--- src/rtl/elastic_pkg.sv ---
package elastic_pkg;

    typedef enum logic [1:0] {
        CH_IDLE  = 2'd0,
        CH_XFER  = 2'd1,
        CH_RETRY = 2'd2
    } chan_state_t;

    function automatic chan_state_t chan_state(input logic valid, input logic stop);
        if (!valid)
            return CH_IDLE;
        else if (stop)
            return CH_RETRY;
        else
            return CH_XFER;
    endfunction

    localparam int unsigned NUM_SLOTS = 2;
    localparam int unsigned SLOT_MAIN = 0;
    localparam int unsigned SLOT_AUX  = 1;

endpackage

--- src/rtl/eb_slot.sv ---
module eb_slot #(
    parameter int unsigned DATA_W = 16
) (
    input  logic              clk,
    input  logic              rst,
    input  logic              load,
    input  logic              clear,
    input  logic [DATA_W-1:0] d,
    output logic              full,
    output logic [DATA_W-1:0] q
);
    always_ff @(posedge clk) begin
        if (rst)
            full <= 1'b0;
        else if (load)
            full <= 1'b1;
        else if (clear)
            full <= 1'b0;
    end

    always_ff @(posedge clk) begin
        if (load)
            q <= d;
    end
endmodule

--- src/rtl/eb_ctrl.sv ---
module eb_ctrl
    import elastic_pkg::*;
(
    input  logic in_valid,
    input  logic out_stop,
    input  logic main_full,
    input  logic aux_full,
    output logic main_load,
    output logic main_from_aux,
    output logic main_clear,
    output logic aux_load,
    output logic aux_clear,
    output logic stop_up
);
    chan_state_t up_st, dn_st;
    logic main_free;

    always_comb begin
        stop_up   = aux_full;
        up_st     = chan_state(in_valid, stop_up);
        dn_st     = chan_state(main_full, out_stop);
        main_free = !main_full || (dn_st == CH_XFER);

        main_from_aux = aux_full;
        main_load     = main_free && (aux_full || (up_st == CH_XFER));
        main_clear    = main_free && !main_load;
        aux_load      = !main_free && (up_st == CH_XFER);
        aux_clear     = main_free && aux_full;
    end
endmodule

--- src/rtl/elastic_buffer2.sv ---
module elastic_buffer2
    import elastic_pkg::*;
#(
    parameter int unsigned DATA_W = 16
) (
    input  logic              clk,
    input  logic              rst,
    input  logic              in_valid,
    input  logic [DATA_W-1:0] in_data,
    output logic              in_stop,
    output logic              out_valid,
    output logic [DATA_W-1:0] out_data,
    input  logic              out_stop
);
    logic [NUM_SLOTS-1:0]             slot_full;
    logic [NUM_SLOTS-1:0]             slot_load;
    logic [NUM_SLOTS-1:0]             slot_clear;
    logic [NUM_SLOTS-1:0][DATA_W-1:0] slot_d;
    logic [NUM_SLOTS-1:0][DATA_W-1:0] slot_q;
    logic                             main_from_aux;

    eb_ctrl u_ctrl (
        .in_valid      (in_valid),
        .out_stop      (out_stop),
        .main_full     (slot_full[SLOT_MAIN]),
        .aux_full      (slot_full[SLOT_AUX]),
        .main_load     (slot_load[SLOT_MAIN]),
        .main_from_aux (main_from_aux),
        .main_clear    (slot_clear[SLOT_MAIN]),
        .aux_load      (slot_load[SLOT_AUX]),
        .aux_clear     (slot_clear[SLOT_AUX]),
        .stop_up       (in_stop)
    );

    always_comb begin
        slot_d[SLOT_MAIN] = main_from_aux ? slot_q[SLOT_AUX] : in_data;
        slot_d[SLOT_AUX]  = in_data;
    end

    for (genvar g = 0; g < NUM_SLOTS; g++) begin : g_slot
        eb_slot #(.DATA_W(DATA_W)) u_slot (
            .clk   (clk),
            .rst   (rst),
            .load  (slot_load[g]),
            .clear (slot_clear[g]),
            .d     (slot_d[g]),
            .full  (slot_full[g]),
            .q     (slot_q[g])
        );
    end

    assign out_valid = slot_full[SLOT_MAIN];
    assign out_data  = slot_q[SLOT_MAIN];
endmodule

--- config.mk ---
export PLATFORM = sky130hd
export DESIGN_NAME = elastic_buffer2
export DESIGN_NICKNAME = d
export VERILOG_FILES = /design/src/rtl/elastic_pkg.sv /design/src/rtl/eb_slot.sv /design/src/rtl/eb_ctrl.sv /design/src/rtl/elastic_buffer2.sv
export SDC_FILE = /design/constraint.sdc
export NUM_CORES = 1
export LEC_CHECK = 0
export ABC_AREA = 1
export BUFFER_PORTS_ARGS = -buffer_cell sky130_fd_sc_hd__buf_2
export CAP_MARGIN = 30
export CORE_AREA = 3 3 58 60
export CTS_CLUSTER_DIAMETER = 200
export DETAILED_ROUTE_END_ITERATION = 6
export DIE_AREA = 0 0 61 63
export PLACE_DENSITY = 0.7
export SETUP_SLACK_MARGIN = 0.4
export SYNTH_ARGS = -nofsm -noshare
export SYNTH_HDL_FRONTEND = slang
export SYNTH_SLANG_ARGS = --single-unit
--- constraint.sdc ---
create_clock -name clk -period 1.7 [get_ports clk]
set_clock_uncertainty 0.15 [all_clocks]
set_input_delay 0.17 -clock clk [delete_from_list [all_inputs] [get_ports clk]]
set_output_delay 0.17 -clock clk [all_outputs]
set_load 0.05 [all_outputs]
== After elaboration in Yosys (flattened, before gate mapping) ==
Index checks and enable logic that the tools add are counted.

* Logic and storage cells: 26
* Bits in registers: 34
* Bits of input ports: 20
* Output and inout bits: 18

* Multiplexer cells: 9
* Equal/unequal tests: 2
* Reductions and logical operators: 11

{| class="wikitable"
|+ Operators with widths
! cell !! count
|-
| $mux 16 || 1
|-
| $mux 2 || 4
|-
| $eq 2x1->1 const B || 2
|-
| $logic_and 1x1->1 || 4
|-
| $mux 1 || 4
|-
| $reduce_bool 2->1 || 2
|-
| $logic_not 1->1 || 3
|-
| $logic_or 1x1->1 || 2
|}

== Longest topological paths before layout ==
* Depth in word-level cells: 9
* Gate-level depth with buffers: 3
* Depth with buffers taken out: 3

== By module ==
From an unflattened synthesis, not the netlist that was laid out.

* Cell total of the unflattened synthesis: 106
* Area total of the unflattened synthesis: 1342.5 µm²

{| class="wikitable"
|+ Modules (own cells, without submodules)
! module !! area an instance (µm²) !! instances !! cells each
|-
| eb_slot || 520.5 || 2 || 21
|-
| elastic_buffer2 || 244.0 || 1 || 52
|-
| eb_ctrl || 57.6 || 1 || 12
|}

== Worst setup path before layout ==
No wires, ideal clock.

* Kind: register -> register
* From: register g_slot[1].u_slot.full
* To: register g_slot[0].u_slot.q[0] (enable)
* Setup time: 0.394 ns
* Period minus slack after synthesis: 2.248 ns
* Data arrival time: 1.704 ns
* Buffers on the path: 0
* Stages on the path, launching flop included: 3
* Slack: -0.548 ns
* Cell sequence: dfxtp_1 -> nor2_1 -> a21oi_1

* Cells in the longest elaborated chain, start to end: 5

{| class="wikitable"
|+ Ends and longest elaborated chain
! item !! line !! RTL
|-
| from (decl) || eb_slot.sv:9 || <nowiki>output logic full,</nowiki>
|-
| from (signal assigned) || eb_slot.sv:14 || <nowiki>full <= 1'b0;</nowiki>
|-
| from (signal assigned) || eb_slot.sv:16 || <nowiki>full <= 1'b1;</nowiki>
|-
| from (signal assigned) || eb_slot.sv:18 || <nowiki>full <= 1'b0;</nowiki>
|-
| $mux 2 || elastic_pkg.sv:12 || <nowiki>else if (stop)</nowiki>
|-
| $mux 2 || elastic_pkg.sv:10 || <nowiki>if (!valid)</nowiki>
|-
| $eq 2x1->1 || eb_ctrl.sv:25 || <nowiki>main_load = main_free && (aux_full || (up_st == CH_XFER));</nowiki>
|-
| $logic_or 1x1->1 (*) || eb_ctrl.sv:25 ||
|-
| $logic_and 1x1->1 (*) || eb_ctrl.sv:25 ||
|-
| net g_slot[0].u_slot.load || eb_slot.sv:6 || <nowiki>input logic load,</nowiki>
|-
| to (signal assigned) || eb_slot.sv:23 || <nowiki>q <= d;</nowiki>
|-
| to (decl) || eb_slot.sv:10 || <nowiki>output logic [DATA_W-1:0] q</nowiki>
|}

Mark *: on every way through the listed nets, which the timed path passes. The rest lies on a longest branch.
A chain may end at the register's enable or synchronous reset.

== Final worst setup path ==
* From: register g_slot[0].u_slot.q[7]
* To: output port out_data[7]

{| class="wikitable"
|+ RTL lines
! item !! line !! RTL
|-
| to (decl) || elastic_buffer2.sv:12 || <nowiki>output logic [DATA_W-1:0] out_data,</nowiki>
|}

No word-level cell between the ends.

==> metrics <==
status finished, final reports clean; max-cap violation count 0; Crit path depth 1; Top delay family on crit path flip-flops; CP required 1.38 ns; sequential share of power 59.2%; Core Area 2978 sq um; Fin. Hold Viols 0; First-pass DRT Iterations 5; arrival time worst endpoint 0.92 ns; Worst-Skew Late Latency 0.33 ns; CTS H-tree depth 2; Detailed Route WL 2412 um; setup_tns 0 ns; Worst Setup Start Kind flop; Final Max Slew Viols 0; global route total overflow 0; master cell of the clock root buffer clkbuf_4; Reg-to-Reg End g_slot[0].u_slot.q[5]; vias in the first global route 858; RSZ-0062 raised after global routing no; Lkg Pwr 0.7790 nW; CTS tree done; initial antenna violation count 0; Starting Density 42.31%; post-DP HPWL 1477 um; switching power 0.0004203 W; Bufs on Longest Clock Path 2; Via density 4.622; critical path's largest stage delay 0.33 ns; Ys Warns 0; Max VDD drop 405.9 uV; synthesized cell area 1260 sq um; crit-path max FO 1; reg-to-reg startpoint g_slot[0].u_slot.full; Hold Path Depth 4; worst path cell trace buf_2; final setup vio count 0; initial drt markers 16; die width 61 um; Antenna Nets Post-Route 0; crit path launch g_slot[0].u_slot.q[7]; Slowest-stage cell, CP edfxtp_1; nets@finish 182; Worst Setup End Kind output pin; first-pass GRT wire length 3822 um; clock network power share 24.4%; DRC 0; clock transition at the registers of the reported paths 0.10 ns; PwrDens 873.2 nW/um^2; Internal 0.001217 W; IO buf count 37; Seq/Total Area, Yosys 79.44%; #FFs+latches synth 34; logic gate share of total power 16.4%; Final min period 1.244 ns; vias post-DR 906; die height 63 um; Final WS setup 0.4558 ns; Synth-to-Final Area Change 48.86%; Reg2Reg Depth 3; gp weighted congestion 0.6304; Netlist cell types 10; total CTS buffers 5; Inserted Diodes 0; hold_sp in_valid; synthesized area per cell 13.40 sq um; DIE AREA 3843 sq um; r2r setup slk 0.47 ns; Mapped Cells 94; largest cells by area after synthesis edfxtp_1, o21ai_0, inv_1; # IOs 38; Critical path buffers and inverters 1; post-route design area 1876 sq um; DP Worst Slack 0.3345 ns; measured slew at the worst slew-check pin 0.2536 ns; CP Class reg -> out; Hold/Removal Path Class in -> reg; Clock Sinks 34; Period Utilization, post-route 73.19%; Synth Net Count 114; Net Sw Frac 25.67%; share of the synthesized area in the top cell type 76.27%; f_max 0.8037 GHz; largest net degree at the start of global routing 18; share of layout cells above drive strength 1 34.36%; relative slew slack 83.21%; GRT Overall Usage 14.16%; CP endpoint out_data[7]; # rows 20; wire per inst 12.31 um; largest area contributor in the netlist edfxtp_1; Area after DPL 1525 sq um
==> kinds of logic after synthesis <==
family	synth area share (%)
AO/OA/AOI/OAI	7.150
buffers and inverters	6.653
flip-flops	79.44
AND/OR/NAND/NOR	6.753
==> worst min-delay path by stage <==
stage,end,slack [ns]
detailed placement,g_slot[0].u_slot.full,0.19
global route,g_slot[1].u_slot.full,0.17
CTS,g_slot[0].u_slot.q[13],0.19
floorplan,g_slot[0].u_slot.full,0.08
finish,g_slot[1].u_slot.full,0.16
global placement,g_slot[0].u_slot.full,0.18
==> cell type report <==
class | count | area (sq um)
fillers | 215 | 1102
flip-flops and latches | 34 | 1008
repair buffers | 64 | 506.7
multi-input cells | 40 | 206.4
inverters | 17 | 63.81
clock buffers | 7 | 45.04
well taps | 33 | 41.29
clock inverters | 1 | 3.754
==> metal layers <==
layer | global-route usage [%] | wire length (um) | up-vias
li1 | - | - | 455
met4 | 7.317 | 41 | 0
met2 | 23.13 | 1314 | 26
met3 | 5.579 | 128 | 7
met1 | 15.33 | 928 | 418
met5 | 0 | 0 | -
==> state kept, by name (all words and copies together), names as in the netlist <==
signal / cells
g_slot.u_slot.full: 2
g_slot.u_slot.q: 32
==> power by group through the flow <==
stage,registers (W),clock network (W),logic (W)
after floorplan,0.00109,0,0.0000396
after global placement,0.000991,0,0.000208
after detailed placement,0.000993,0,0.000211
after CTS,0.000971,0.000417,0.000255
after global routing,0.000973,0.000463,0.000286
final,0.000969,0.000400,0.000268
==> worst register-to-register path, delay by kind of cell, from the launching register on <==
kind,cells,cell delay [ns]
AO/OA/AOI/OAI,1,0.13
buffers and inverters,2,0.31
flip-flops,1,0.37
==> timing repair <==
action	CTS	global route
setup endpoints to repair	34	41
resized for setup	2	11
pin swaps	1	1
hold buffers	19	0
hold endpoints to repair	18	0
gates cloned	0	1
setup buffers	4	2
==> synthesized netlist by cell type, drive strengths merged <==
cell    instances
dfxtp           2
buf             3
o21ai          16
edfxtp         32
nor2            3
nand3           2
nand2          17
inv            17
a21oi           2
==> cell usage in the layout, fill, tap and decap left out <==
| cell type | count |
|---|---|
| dlymetal6s4s_1 | 1 |
| inv_1 | 17 |
| clkbuf_16 | 1 |
| clkinv_1 | 1 |
| dfxtp_4 | 2 |
| o21ai_0 | 16 |
| buf_4 | 8 |
| a21oi_4 | 1 |
| nor2_4 | 2 |
| a21oi_1 | 1 |
| buf_12 | 2 |
| nand3_1 | 1 |
| nand3_2 | 1 |
| buf_6 | 3 |
| clkbuf_4 | 5 |
| nor2_1 | 1 |
| buf_2 | 31 |
| clkbuf_1 | 2 |
| dlygate4sd3_1 | 18 |
| nand2_1 | 17 |
| edfxtp_1 | 32 |
==> stage by stage <==
stage               hold slack [ns]  cells  utilization [%]  total power (W)
floorplan                   0.07936     94                -         0.001133
global placement             0.1830    162            51.22         0.001199
detailed placement           0.1911    162            51.22         0.001204
CTS                          0.1908    193            60.84         0.001644
global route                 0.1724    196            62.98         0.001722
finish                       0.1618    196            62.98         0.001638
Note: power is estimated with default switching activity, not from simulation.
